### config.mk
export PLATFORM = sky130hd
export DESIGN_NAME = csel_area_decoder
export DESIGN_NICKNAME = d
export VERILOG_FILES = /design/src/rtl/csd_pkg.sv /design/src/rtl/csd_regfile.sv /design/src/rtl/csd_match.sv /design/src/rtl/csd_prio.sv /design/src/rtl/csel_area_decoder.sv
export SDC_FILE = /design/constraint.sdc
export NUM_CORES = 1
export LEC_CHECK = 0
export BUFFER_PORTS_ARGS = -buffer_cell sky130_fd_sc_hd__buf_2
export CAP_MARGIN = 10
export CORE_MARGIN = 2
export CORE_UTILIZATION = 35
export DETAILED_ROUTE_END_ITERATION = 16
export GPL_TIMING_DRIVEN = 0
export SYNTH_ARGS = -nofsm -noshare
export SYNTH_HDL_FRONTEND = slang
export SYNTH_SLANG_ARGS = --single-unit
### constraint.sdc
create_clock -name clk -period 1.9 [get_ports clk]
set_input_delay 0.19 -clock clk [delete_from_list [all_inputs] [get_ports clk]]
set_output_delay 0.19 -clock clk [all_outputs]
set_load 0.02 [all_outputs]
### src/rtl/csd_pkg.sv
package csd_pkg;

  typedef enum logic {
    FLD_BASE = 1'b0,
    FLD_MASK = 1'b1
  } csd_field_e;

  // Window hit test on the upper address tag; mask bit 1 = don't care
  function automatic logic tag_hit(input logic [15:0] tag,
                                   input logic [15:0] base,
                                   input logic [15:0] mask);
    return ((tag ^ base) & ~mask) == '0;
  endfunction

endpackage

### src/rtl/csd_regfile.sv
module csd_regfile #(
  parameter int N_AREAS = 5,
  parameter int TAG_W   = 16,
  parameter int IDX_W   = 3
) (
  input  logic                            clk,
  input  logic                            rst_n,
  input  logic                            wr_en,
  input  logic [IDX_W-1:0]                wr_area,
  input  logic                            wr_field,
  input  logic [TAG_W-1:0]                wr_data,
  output logic [N_AREAS-1:0][TAG_W-1:0]   base_o,
  output logic [N_AREAS-1:0][TAG_W-1:0]   mask_o
);
  import csd_pkg::*;

  logic [N_AREAS-1:0][TAG_W-1:0] base_q, mask_q;

  always_ff @(posedge clk or negedge rst_n) begin
    if (!rst_n) begin
      for (int n = 0; n < N_AREAS; n++) begin
        base_q[n] <= TAG_W'(n + 1);
        mask_q[n] <= '0;
      end
    end else if (wr_en) begin
      for (int n = 0; n < N_AREAS; n++) begin
        if (wr_area == IDX_W'(n + 1)) begin
          if (wr_field == FLD_MASK) mask_q[n] <= wr_data;
          else                      base_q[n] <= wr_data;
        end
      end
    end
  end

  assign base_o = base_q;
  assign mask_o = mask_q;

  // writes aimed at an unused area code leave all registers untouched
  assert_ignore_unused_R7: assert property (@(posedge clk) disable iff (!rst_n)
    (wr_en && (wr_area == '0 || int'(wr_area) > N_AREAS))
      |=> ($stable(base_q) && $stable(mask_q)));

endmodule

### src/rtl/csd_match.sv
module csd_match #(
  parameter int N_AREAS = 5,
  parameter int TAG_W   = 16
) (
  input  logic [TAG_W-1:0]               tag,
  input  logic [N_AREAS-1:0][TAG_W-1:0]  base_i,
  input  logic [N_AREAS-1:0][TAG_W-1:0]  mask_i,
  output logic [N_AREAS-1:0]             hit_o
);
  import csd_pkg::*;

  for (genvar n = 0; n < N_AREAS; n++) begin : g_win
    if (TAG_W == 16) begin : g_pkg
      assign hit_o[n] = tag_hit(tag, base_i[n], mask_i[n]);
    end else begin : g_gen
      assign hit_o[n] = ((tag ^ base_i[n]) & ~mask_i[n]) == '0;
    end
  end

endmodule

### src/rtl/csd_prio.sv
module csd_prio #(
  parameter int N_AREAS = 5
) (
  input  logic [N_AREAS-1:0] hit_i,
  output logic [N_AREAS:0]   grant_o
);
  logic found;

  // bit 0 of grant is the fallback area; bit n+1 is programmable area n+1
  always_comb begin
    grant_o = '0;
    found   = 1'b0;
    for (int n = 0; n < N_AREAS; n++) begin
      if (hit_i[n] && !found) begin
        grant_o[n + 1] = 1'b1;
        found          = 1'b1;
      end
    end
    if (!found) grant_o[0] = 1'b1;
  end

endmodule

### src/rtl/csel_area_decoder.sv
module csel_area_decoder #(
  parameter  int ADDR_W    = 32,
  parameter  int GRAN_BITS = 16,
  parameter  int N_AREAS   = 5,
  parameter  int LANES     = 2,
  localparam int TAG_W     = ADDR_W - GRAN_BITS,
  localparam int IDX_W     = $clog2(N_AREAS + 1)
) (
  input  logic              clk,
  input  logic              rst_n,
  input  logic              cfg_we,
  input  logic [IDX_W-1:0]  cfg_area,
  input  logic              cfg_field,
  input  logic [TAG_W-1:0]  cfg_data,
  input  logic              acc_valid,
  input  logic [ADDR_W-1:0] acc_addr,
  input  logic              acc_write,
  input  logic [LANES-1:0]  acc_be,
  output logic [N_AREAS:0]  cs_n,
  output logic              rd_n,
  output logic [LANES-1:0]  wr_n
);

  logic [N_AREAS-1:0][TAG_W-1:0] base_w, mask_w;
  logic [N_AREAS-1:0]            hit_w;
  logic [N_AREAS:0]              grant_w;
  logic [N_AREAS:0]              cs_n_q;
  logic                          rd_n_q;
  logic [LANES-1:0]              wr_n_q;

  csd_regfile #(.N_AREAS(N_AREAS), .TAG_W(TAG_W), .IDX_W(IDX_W)) u_regs (
    .clk      (clk),
    .rst_n    (rst_n),
    .wr_en    (cfg_we),
    .wr_area  (cfg_area),
    .wr_field (cfg_field),
    .wr_data  (cfg_data),
    .base_o   (base_w),
    .mask_o   (mask_w)
  );

  csd_match #(.N_AREAS(N_AREAS), .TAG_W(TAG_W)) u_match (
    .tag    (acc_addr[ADDR_W-1:GRAN_BITS]),
    .base_i (base_w),
    .mask_i (mask_w),
    .hit_o  (hit_w)
  );

  csd_prio #(.N_AREAS(N_AREAS)) u_prio (
    .hit_i   (hit_w),
    .grant_o (grant_w)
  );

  always_ff @(posedge clk or negedge rst_n) begin
    if (!rst_n) begin
      cs_n_q <= '1;
      rd_n_q <= 1'b1;
      wr_n_q <= '1;
    end else if (acc_valid) begin
      cs_n_q <= ~grant_w;
      rd_n_q <= acc_write;
      wr_n_q <= acc_write ? ~acc_be : '1;
    end else begin
      cs_n_q <= '1;
      rd_n_q <= 1'b1;
      wr_n_q <= '1;
    end
  end

  assign cs_n = cs_n_q;
  assign rd_n = rd_n_q;
  assign wr_n = wr_n_q;

  // one select per access
  assert_one_select_R4: assert property (@(posedge clk) disable iff (!rst_n)
    acc_valid |=> ($countones(~cs_n) == 1));

  // unmatched access falls back to area 0
  assert_fallback_R3: assert property (@(posedge clk) disable iff (!rst_n)
    (acc_valid && hit_w == '0) |=> !cs_n[0]);

  // quiet outputs after an idle clock
  assert_idle_quiet_R5: assert property (@(posedge clk) disable iff (!rst_n)
    !acc_valid |=> (&cs_n && rd_n && &wr_n));

  // read and write strobes never overlap
  assert_strobe_excl_R6: assert property (@(posedge clk) disable iff (!rst_n)
    !rd_n |-> &wr_n);

endmodule

Yosys cells after proc, flatten, opt, wreduce, memory -nomap -nowiden. Index checks and enable logic that the tools add are counted.

Reduce and logical (&&, ||, !) cells: 23. Bitwise gates (word level): 18. Mux-type cells: 14. Equal/unequal tests: 5.

Operators with widths (number): $and A16 B16 Y16 (5); $logic_not A16 Y1 (5); $not A16 Y16 (5); $xor A16 B16 Y16 (5); $reduce_and A3 Y1 (10); $mux W1 (11); $eq A3 B2 Y1 const B (2); $eq A3 B3 Y1 const B (2); $mux W6 (1); $not A6 Y6 (1); $logic_and A1 B1 Y1 (4); $logic_not A1 Y1 (4); $mux W2 (2); $eq A3 B1 Y1 const B (1); $not A2 Y2 (1); $not A1 Y1 (1).

Input bits: 59. Word-level logic and storage cells: 73. Output and inout port bits: 9. Bits in registers: 169.

Logic depth before layout (Yosys ltp). Gate-level depths: netlist of the first run.

Depth after elaboration: 19. Gate-level depth with buffers: 7. Mapped depth without buffers: 6.

By module. A second synthesis of the first run with hierarchy kept.

Cell total of the unflattened synthesis: 544. Area total of the unflattened synthesis: 7644.8 µm².

Modules (own cells, without submodules): csd_regfile (sequential area each 4012.6 µm², area each 6148.4 µm², cells each 366, times used 1); csd_match (sequential area each 0.0 µm², area each 1157.4 µm², cells each 151, times used 1); csel_area_decoder (sequential area each 236.5 µm², area each 286.5 µm², cells each 19, times used 1); csd_prio (sequential area each 0.0 µm², area each 52.6 µm², cells each 8, times used 1).

Worst setup path after synthesis of the first run. OpenSTA, ideal clock, no wires.

Path kind: input to register. From: input port cfg_field. To: register u_regs.base_q, in the netlist u_regs.base_o[21]. Stages on the path: 6. Path slack: 0.405 ns. Arrival: 1.370 ns. Library setup time: 0.125 ns. Required time: 1.775 ns. Cells stage by stage: buf_2 -> and2b_1 -> nand2_1 -> nor2_4 -> buf_4 -> mux2_2.

Longest elaborated chain between the ends: 2.

RTL lines: start, declared (RTL line csel_area_decoder.sv:13) `input logic cfg_field,`; $not A1 Y1 (no source line); $reduce_and A3 Y1 (no source line); end signal, assigned by index (RTL line csd_regfile.sv:22) `base_q[n] <= TAG_W'(n + 1);`; end signal, assigned by index (RTL line csd_regfile.sv:29) `else base_q[n] <= wr_data;`; end, declared (RTL line csd_regfile.sv:17) `logic [N_AREAS-1:0][TAG_W-1:0] base_q, mask_q;`.

Every way passes these cells. A chain may end at the register's enable or synchronous reset.

Final worst setup path of the first run.
From: register u_regs.base_q, in the netlist u_regs.base_o[61]. To: register cs_n_q[4], in the netlist cs_n[4].

Longest elaborated chain between the ends: 7.

RTL lines: $xor A16 B16 Y16 (RTL line csd_pkg.sv:12) `return ((tag ^ base) & ~mask) == '0;`; $and A16 B16 Y16 (RTL line csd_pkg.sv:12); $logic_not A16 Y1 (RTL line csd_pkg.sv:12); $logic_and A1 B1 Y1 (RTL line csd_prio.sv:14) `if (hit_i[n] && !found) begin`; $mux W1 (RTL line csd_prio.sv:14); $not A6 Y6 (RTL line csel_area_decoder.sv:60) `cs_n_q <= ~grant_w;`; $mux W6 (RTL line csel_area_decoder.sv:59) `end else if (acc_valid) begin`; end signal, assigned (RTL line csel_area_decoder.sv:60); end, declared (RTL line csel_area_decoder.sv:27) `logic [N_AREAS:0] cs_n_q;`.

Every way passes these cells.

==> reports/metrics.yaml, run 1 <==
ys_types: 27
hold_viol_final: 0
dr.pass1.iters: 4
path_cells: "xnor2_1, o22ai_1, nor4_2, nand2_1, or2_2"
syn_to_final_growth_pct: 15.6
worstSetupPathType: "reg2reg"
die_w_um: 151
synth-async-reset-ratio: 1.00
cts-root-buf: "clkbuf_16"
slew_headroom: 0.594
synth-compound-area-share: 0.0345
synthMuxAreaShare: 0.238
status: "completed"
setup_viol: 0
whs_ns: 0.254
dieArea_sq_mm: 0.0228
start_util: 0.358
min_path_type: "in2reg"
tns_ns: 0
ys_seq_area_frac: 0.561
cp.depth: 5
dr_total_vias: 4397
drt_iter0_drc: 184
cp-start-kind: "flip-flop"
power.total_mw: 10.4
fmaxAchievable_ghz: 0.555
cts_made_buffers: 17
synthSimpleGateAreaFrac: 0.0393
synth_top_area_share: 0.505
grt_pass1_vias: 4736
drt_wl_total_um: 17800
cp_slowest_cell: "nor4_2"
dieHeight_um: 151
crit_buf_inv: 0
layout_commonest_cell: "dfrtp_1"
cellPowerDensity_mw_per_mm2: 1190
synth_nets: 595
layout_min_cycle_time_ns: 1.80
ys.flop_type: "dfrtp_1"
place_hpwl_um: 12300
min_path_cells: 2
cp.required_ns: 2.26
synth-seq-cells: 169
setup_ws_ns: 0.0971
synthXorXnorAreaFrac: 0.0925
clk_pin_slew_worst_paths_ns: 0.06
max_stage_delay_ns: 0.50
fin_crit_sh: 0.949
path_delay_family: "simple AND/OR/NAND/NOR gates"
grt_max_degree: 104
syn_inst: 536
synth_area_leaders: "dfrtp_1 51%, mux2_2 21%, xnor2_1 9.2%"
num_io_pins: 68
power.ir.vdd_worst_v: 0.000695
final_nets: 638
yosysWarnings: 0
cts_tree: "done"
coreArea_sq_mm: 0.0212
drc: 0
antenna_found_initial: 0
worst-path-max-fanout: 3
setup.worst_path.end_class: "flip-flop"
clk_latency_ns: 0.43
synth_area_leader_cell: "dfrtp_1"
reg2reg_depth: 5
ctsHtreeMaxLevel: 4
drtAntennaViolNets: 0
io_buffers: 16
skew_ns: 0.00495
cts.sinks: 169
viasPerCell: 5.07
wl_per_cell_um: 20.5
synth_edf_count: 0
placementRows: 53
grt_overflow: 0
synth_area_per_cell_sq_um: 14.1
crit_arrival_ns: 2.16
synth_top_family_by_area: "multiplexers"
syn_area_sq_mm: 0.00758
p_leak_nw: 3.58
rsz0062_at_grt: "no"
clockBufferDepth: 2
yosys.area_share.adder: 0
drive_above_1_share: 0.417
maxCapViolCount: 0
final_cell_mix: "153 x dfrtp_1, 139 x mux2_2, 80 x xnor2_1, 40 x o22ai_1, 22 x buf_4"
grt_usage: 0.168
place_congestion: 0.776
worst_pin_slew_ns: 0.608
pre_cts_ws_ns: -0.168
drv_slew: 0
antenna_cells: 0
grt_pass1_wl_um: 27700
[per-layer routing]
layer	wire length, um	up-vias	share of wire	global-route usage
met3	932	12	0.052	0.0358
met2	8610	92	0.48	0.275
met5	0	-	0	0
met4	155	0	0.0087	0.0407
li1	-	1963	-	-
met1	8100	2330	0.46	0.229
[worst reg2reg max path, stage by stage (launching register included)]
cell and delay (ns):
dfrtp_1 0.39, xnor2_1 0.16, o22ai_1 0.20, nor4_2 0.50, nand2_1 0.16, or2_2 0.32
[registers in the layout (all words and copies together), names as in the netlist]
signal,flops
u_regs.base_o,80
u_regs.mask_o,80
cs_n,6
wr_n,2
rd_n,1
[repair_timing]
item	in CTS	in global routing
setup endpoints to repair	5	3
endpoints found under the hold margin	60	0
gates resized for setup	3	3
setup buffers	0	0
hold buffers	7	0
[worst paths after layout]
check                                         startpoint                            end  slack, ns
setup / recovery           u_regs.base_o[61]$_DFFE_PN0P_              cs_n[4]$_DFF_PN1_        0.1
hold / removal                               cfg_data[9]  u_regs.base_o[73]$_DFFE_PN0P_       0.25
setup reg to reg           u_regs.base_o[61]$_DFFE_PN0P_              cs_n[4]$_DFF_PN1_        0.1
hold reg to reg            u_regs.mask_o[26]$_DFFE_PN0P_  u_regs.mask_o[26]$_DFFE_PN0P_       0.49
max in group asynchronous                          rst_n  u_regs.base_o[55]$_DFFE_PN0P_       0.74
min in group asynchronous                          rst_n  u_regs.mask_o[14]$_DFFE_PN0P_       0.29
[area by class of cell]
type | instances | area (sq um)
Multi-Input combinational cell | 322 | 3100
Clock inverter | 8 | 118
Clock buffer | 24 | 492
Timing Repair Buffer | 24 | 188
Tap cell | 275 | 344
Buffer | 45 | 267
Fill cell | 1963 | 12400
Sequential cell | 169 | 4250
[metrics by stage]
step                cells  cell area (sq um)  utilization
global route          867               8760        0.414
finish                867               8760        0.414
floorplan             536               7580            -
global placement      827               8000        0.378
CTS                   867               8740        0.413
detailed placement    828               8040        0.380
[cells in the mapped netlist, types with 3 or more instances]
library cell / n
dfrtp_1: 153
mux2_2: 139
xnor2_1: 80
o22ai_1: 40
buf_4: 22
mux2_1: 21
buf_1: 16
dfstp_2: 16
nor4_1: 10
nand2_1: 8
buf_2: 5
nand3_1: 5
nand3_2: 3
[logic make-up (layout without fill, tap and decap cells)]
group / after synthesis / count (layout)
muxes: 160 / 160
and+or+nand+nor: 41 / 41
buffers and inverters: 45 / 101
AOI/OAI and AO/OA: 41 / 41
xor gates and xnor gates: 80 / 80
DFF: 169 / 169
[power breakdown]
part           switching, mW  internal, mW  leakage, nW
clock                   1.36          2.20        0.300
combinational          0.849          1.10         1.24
sequential             0.471          4.43         2.04
total                   2.68          7.73         3.58
(Power assumes the default switching activity.)
==> run 2, diff against run 1 <==
--- a/config.mk
+++ b/config.mk
@@ -6,4 +6,5 @@
 export NUM_CORES = 1
 export LEC_CHECK = 0
+export ABC_AREA = 0
 export BUFFER_PORTS_ARGS = -buffer_cell sky130_fd_sc_hd__buf_2
 export CAP_MARGIN = 10
@@ -14,3 +15,4 @@
 export SYNTH_ARGS = -nofsm -noshare
 export SYNTH_HDL_FRONTEND = slang
+export SYNTH_HIERARCHICAL = 1
 export SYNTH_SLANG_ARGS = --single-unit
==> constraint.sdc (replaced) <==
create_clock -name clk -period 1.9 [get_ports clk]
set_input_delay 0.19 -clock clk [delete_from_list [all_inputs] [get_ports clk]]
set_output_delay 0.19 -clock clk [all_outputs]
set_load 0.1 [all_outputs]
==> run 2 against run 1 <==
Sequential power about the same. Die area grew 0.87%. Hold slack gained 0.0020 ns. Via count shrank 0.61%. First-iteration DRC count increased by 24%. Area after synthesis is 0.89% higher. Design area up 0.94%. Utilization down 0.51 points. Critical path type unchanged. Critical endpoint is now cs_n[0]$_DFF_PN1_. Largest power group unchanged.
==> reports/metrics.yaml, run 2 <==
cp_slowest_cell: "or4_4"
ys.flop_type: "dfrtp_1"
cp.required_ns: 2.26
placementRows: 54
clk_pin_slew_worst_paths_ns: 0.06
min_path_type: "in2reg"
syn_to_final_growth_pct: 15.6
yosysWarnings: 6
place_congestion: 0.729
synth_area_leader_cell: "dfrtp_1"
p_comb_frac: 0.200
drv_slew: 0
drt_wl_total_um: 16800
power.switching_mw: 2.77
whs_ns: 0.256
status: "completed"
maxCapViolCount: 0
postPlaceCellArea_sq_mm: 0.00811
power.total_mw: 10.2
place_hpwl_um: 11500
path_delay_family: "simple AND/OR/NAND/NOR gates"
setup_viol: 0
viasPerCell: 4.96
skew_ns: 0.00508
p_leak_nw: 3.63
dr_total_vias: 4370
dr.pass1.iters: 4
crit_buf_inv: 0
io_buffers: 17
clkPwrFrac: 0.319
syn_inst: 544
ys_types: 29
drt_iter0_drc: 228
worst-path-max-fanout: 3
start_util: 0.354
cts-root-buf: "clkbuf_16"
cts_made_buffers: 17
synth_nets: 603
setup.worst_path.end_class: "flip-flop"
final_nets: 647
synth_common_cells: "153 x dfrtp_1, 150 x mux2_2, 80 x xnor2_1, 40 x o22ai_1"
seqCellArea_sq_mm: 0.00425
synth_edf_count: 0
die_w_um: 152
coreArea_sq_mm: 0.0216
synth_area_per_cell_sq_um: 14.1
final_core_util: 0.409
syn_area_sq_mm: 0.00764
power.ir.vdd_worst_v: 0.000596
worst_pin_slew_ns: 0.797
drive_above_1_share: 0.469
drc: 0
path_cells: "xnor2_1, o22ai_1, or4_1, nor2_4, or4_4, nor2_1, nand2_1"
fmaxAchievable_ghz: 0.543
final_cell_mix: "153 x dfrtp_1, 150 x mux2_2, 80 x xnor2_1, 35 x o22ai_1, 29 x buf_2"
power.share.sequential: 0.481
final_area_sq_mm: 0.00884
worstSetupPathType: "reg2reg"
intPower_mw: 7.44
r2r_setup_slack_ns: 0.06
antenna_cells: 0
grt_pass1_wl_um: 26400
grt_pass1_vias: 4767
slew_headroom: 0.466
fillers: 1963
grt_usage: 0.157
grt_max_degree: 93
cp-start-kind: "flip-flop"
synth_most_common_cell: "dfrtp_1"
layout_commonest_cell: "dfrtp_1"
clockBufferDepth: 2
cellPowerDensity_mw_per_mm2: 1150
cts_tree: "done"
ctsHtreeMaxLevel: 4
synth-seq-cells: 169
clk_latency_ns: 0.43
max_stage_delay_ns: 0.51
synth-async-reset-ratio: 1.00
fin_crit_sh: 0.969
synth_area_leaders: "dfrtp_1 50%, mux2_2 22%, xnor2_1 9.2%"
wl_per_cell_um: 19.1
layout_min_cycle_time_ns: 1.84
dieHeight_um: 152
synth_top_area_share: 0.501
ys_seq_area_frac: 0.556
grt_overflow: 0
cts.sinks: 169
dieArea_sq_mm: 0.0230
drtAntennaViolNets: 0
num_io_pins: 68
antenna_found_initial: 0
multi_input_area_sq_mm: 0.00318
p_sw_frac: 0.271
hold_viol_final: 0
crit_arrival_ns: 2.20
[run 2: final cells by class]
type,instances,area share
Buffer,48,0.0345
Inverter,1,0.000425
Timing Repair Buffer,25,0.0211
Clock buffer,21,0.0543
Sequential cell,169,0.481
Clock inverter,11,0.00977
Multi-Input combinational cell,326,0.360
Tap cell,280,0.0396
[run 2: worst paths after layout]
check	from	end	cells after the start
worst max register to register	u_regs/base_o[4]$_DFFE_PN0P_	cs_n[0]$_DFF_PN1_	7
worst max-delay path	u_regs/base_o[4]$_DFFE_PN0P_	cs_n[0]$_DFF_PN1_	7
worst min register to register	u_regs/mask_o[67]$_DFFE_PN0P_	u_regs/mask_o[67]$_DFFE_PN0P_	1
worst min-delay path	cfg_area[0]	u_regs/mask_o[17]$_DFFE_PN0P_	3
min in group asynchronous	rst_n	u_regs/base_o[67]$_DFFE_PN0P_	2
max in group asynchronous	rst_n	u_regs/mask_o[26]$_DFFE_PN0P_	3
[run 2: cell families after synthesis]
kind of cell	after synthesis	share of synthesized area
and+or+nand+nor	46	0.0388
xor gates and xnor gates	80	0.0917
buffers and inverters	49	0.0404
AOI/OAI and AO/OA	40	0.0327
DFF	169	0.556
muxes	160	0.241
[run 2: worst reg2reg max path: cells and delay by family (launching register included)]
kind	cells	cell delay [ns]
AOI/OAI and AO/OA	1	0.26
and+or+nand+nor	5	1.00
DFF	1	0.39
xor gates and xnor gates	1	0.12
[run 2: power by group through the flow]
| stage | combinational, mW | sequential (mW) | clock, mW |
|---|---|---|---|
| 6_report | 2.04 | 4.92 | 3.26 |
| 3_3_place_gp | 1.87 | 4.90 | 0 |
| 3_5_place_dp | 1.97 | 4.97 | 0 |
| 4_1_cts | 1.99 | 4.91 | 3.35 |
| 5_1_grt | 2.21 | 5.02 | 3.52 |
| 2_1_floorplan | 1.47 | 4.88 | 0 |
[run 2: metal layers]
layer	vias to the layer above	part of all wire	track usage
met3	18	0.036	0.0305
li1	1988	-	-
met2	85	0.51	0.269
met5	-	0	0
met4	0	0.019	0.0616
met1	2279	0.44	0.194
[run 2: stage by stage]
step           instances  setup TNS [ns]  worst slack [ns]
5_1_grt              881         -0.0356           -0.0214
3_5_place_dp         842           -3.84            -0.170
6_report             881               0            0.0598
3_3_place_gp         841         -279.53             -1.74
4_1_cts              880          -0.186           -0.0702
2_1_floorplan        544               0             0.171
[run 2: repair_timing]
item / CTS / global route
endpoints found under the setup margin: 6 / 6
hold endpoints to repair: 73 / 0
hold buffers: 6 / 0
gates resized for setup: 3 / 18
pin swaps: 1 / 1
buffers inserted: 0 / 1
==> run 3, diff against run 2 <==
- CORE_UTILIZATION: 35 -> 26
==> run 3 against run 2 <==
Global-route usage shrank 4.5 points. Routed wire length decreased by 1.0%. Register-to-register slack lost 0.02 ns. Final cell count up 12%. Via count down 0.89%. Critical path depth is the same. Total power rose by 2.5%. Clock power is 9.8% higher. Die area grew 34%. Largest cell class unchanged. Largest power group unchanged. Highest routed layer unchanged.
==> reports/metrics.yaml, run 3 (synthesis results as in run 2) <==
dieHeight_um: 175
whs_ns: 0.275
layout_min_cycle_time_ns: 1.86
cp.required_ns: 2.27
drc: 0
coreArea_sq_mm: 0.0289
place_congestion: 0.721
grt_max_degree: 87
min_path_cells: 3
holdCritStartpoint: "cfg_area[0]"
fmaxAchievable_ghz: 0.538
status: "completed"
multi_input_area_sq_mm: 0.00320
die_w_um: 175
ctsHtreeMaxLevel: 4
cts.sinks: 169
drt_iter0_drc: 151
layout_commonest_cell: "dfrtp_1"
placementRows: 62
final_nets: 649
final_core_util: 0.314
syn_to_final_growth_pct: 18.4
drv_slew: 0
place_hpwl_um: 11400
drive_above_1_share: 0.468
maxCapViolCount: 0
worst_pin_slew_ns: 0.833
antenna_cells: 0
start_util: 0.265
crit_arrival_ns: 2.23
cellPowerDensity_mw_per_mm2: 1160
critPathLaunch: "u_regs/base_o[5]$_DFFE_PN0P_"
fillers: 2898
skew_ns: 0.00998
setup_viol: 0
dr_total_vias: 4331
grt_pass1_wl_um: 26100
fin_crit_sh: 0.978
cts-root-buf: "clkbuf_16"
rsz0062_at_grt: "yes"
cp-start-kind: "flip-flop"
antenna_found_initial: 0
grt_overflow: 0
grt_pass1_vias: 4486
reg2reg_depth: 7
worstSetupPathType: "reg2reg"
p_leak_nw: 3.65
final_cell_mix: "153 x dfrtp_1, 150 x mux2_2, 79 x xnor2_1, 36 x o22ai_1, 29 x buf_2"
clk_pin_slew_worst_paths_ns: 0.07
setup.worst_path.end_class: "flip-flop"
slew_headroom: 0.442
io_buffers: 17
clk_latency_ns: 0.42
grt_usage: 0.112
cts_tree: "done"
clockBufferDepth: 2
wl_per_cell_um: 16.9
hold_viol_final: 0
cts_made_buffers: 17
viasPerCell: 4.39
seqCellArea_sq_mm: 0.00425
dr.pass1.iters: 4
power.ir.vdd_worst_v: 0.000590
r2r-start: "u_regs/base_o[5]$_DFFE_PN0P_"
r2r_setup_slack_ns: 0.04
num_io_pins: 68
min_path_type: "in2reg"
dieArea_sq_mm: 0.0308
drtAntennaViolNets: 0
worst-path-max-fanout: 5
drt_wl_total_um: 16700
==> run 3: changes by cell type in the layout (fill, tap and decap cells not counted), moves of 2 or more <==
| cell | change |
|---|---|
| bufinv_16 | +3 |
| clkbuf_1 | +2 |
| clkbuf_8 | -3 |
| clkinv_4 | -3 |
==> run 3: worst paths after layout <==
path                                                 endpoint
worst max register to register              cs_n[0]$_DFF_PN1_
worst min-delay path            u_regs/mask_o[16]$_DFFE_PN0P_
worst max-delay path                        cs_n[0]$_DFF_PN1_
worst min register to register  u_regs/mask_o[78]$_DFFE_PN0P_
max in group asynchronous       u_regs/mask_o[38]$_DFFE_PN0P_
min in group asynchronous       u_regs/base_o[51]$_DFFE_PN0P_
==> run 3: where the power goes <==
| part | total [mW] | switching (mW) | internal [mW] |
|---|---|---|---|
| clock | 3.58 | 1.45 | 2.12 |
| combinational | 2.00 | 0.814 | 1.19 |
| sequential | 4.89 | 0.464 | 4.43 |
| total | 10.5 | 2.73 | 7.74 |
==> run 3: cell type report <==
cell class	instances	share of cell area
Sequential cell	169	0.469
Multi-Input combinational cell	326	0.353
Tap cell	384	0.0531
Clock buffer	20	0.0493
Buffer	48	0.0337
Timing Repair Buffer	27	0.0229
Clock inverter	12	0.0178
Inverter	1	0.000415
==> run 3: per-stage QoR <==
step | worst slack, ns | power (mW) | TNS (ns) | cell area (sq um) | std cells
floorplan | 0.171 | 6.35 | 0 | 7640 | 544
global placement | -2.13 | 6.81 | -343.37 | 8210 | 945
detailed placement | -0.162 | 6.90 | -3.25 | 8250 | 946
CTS | 0.00437 | 10.5 | 0 | 8960 | 985
global route | -0.00682 | 11.0 | -0.00682 | 9050 | 987
finish | 0.0420 | 10.5 | 0 | 9050 | 987
==> run 3: worst max-delay path, stage by stage (launching register included) <==
cell	delay, ns
dfrtp_1	0.39
xnor2_1	0.20
o22ai_2	0.14
or4_4	0.58
nor2_4	0.23
or4_4	0.17
nor2_1	0.03
nand2_1	0.06
==> run 3: timing repair <==
item / 4_1_cts / 5_1_grt
hold buffers: 7 / 0
resized for setup: 10 / 14
pin swaps: 0 / 5
endpoints found under the hold margin: 81 / 0
buffers inserted: 0 / 2
setup endpoints to repair: 6 / 5
==> run 3: metal layers <==
metal	vias to the layer above	wire [um]	track usage
li1	1997	-	-
met1	2267	7980	0.151
met2	55	8040	0.182
met3	12	473	0.0253
met4	0	170	0.0300
met5	-	0	0
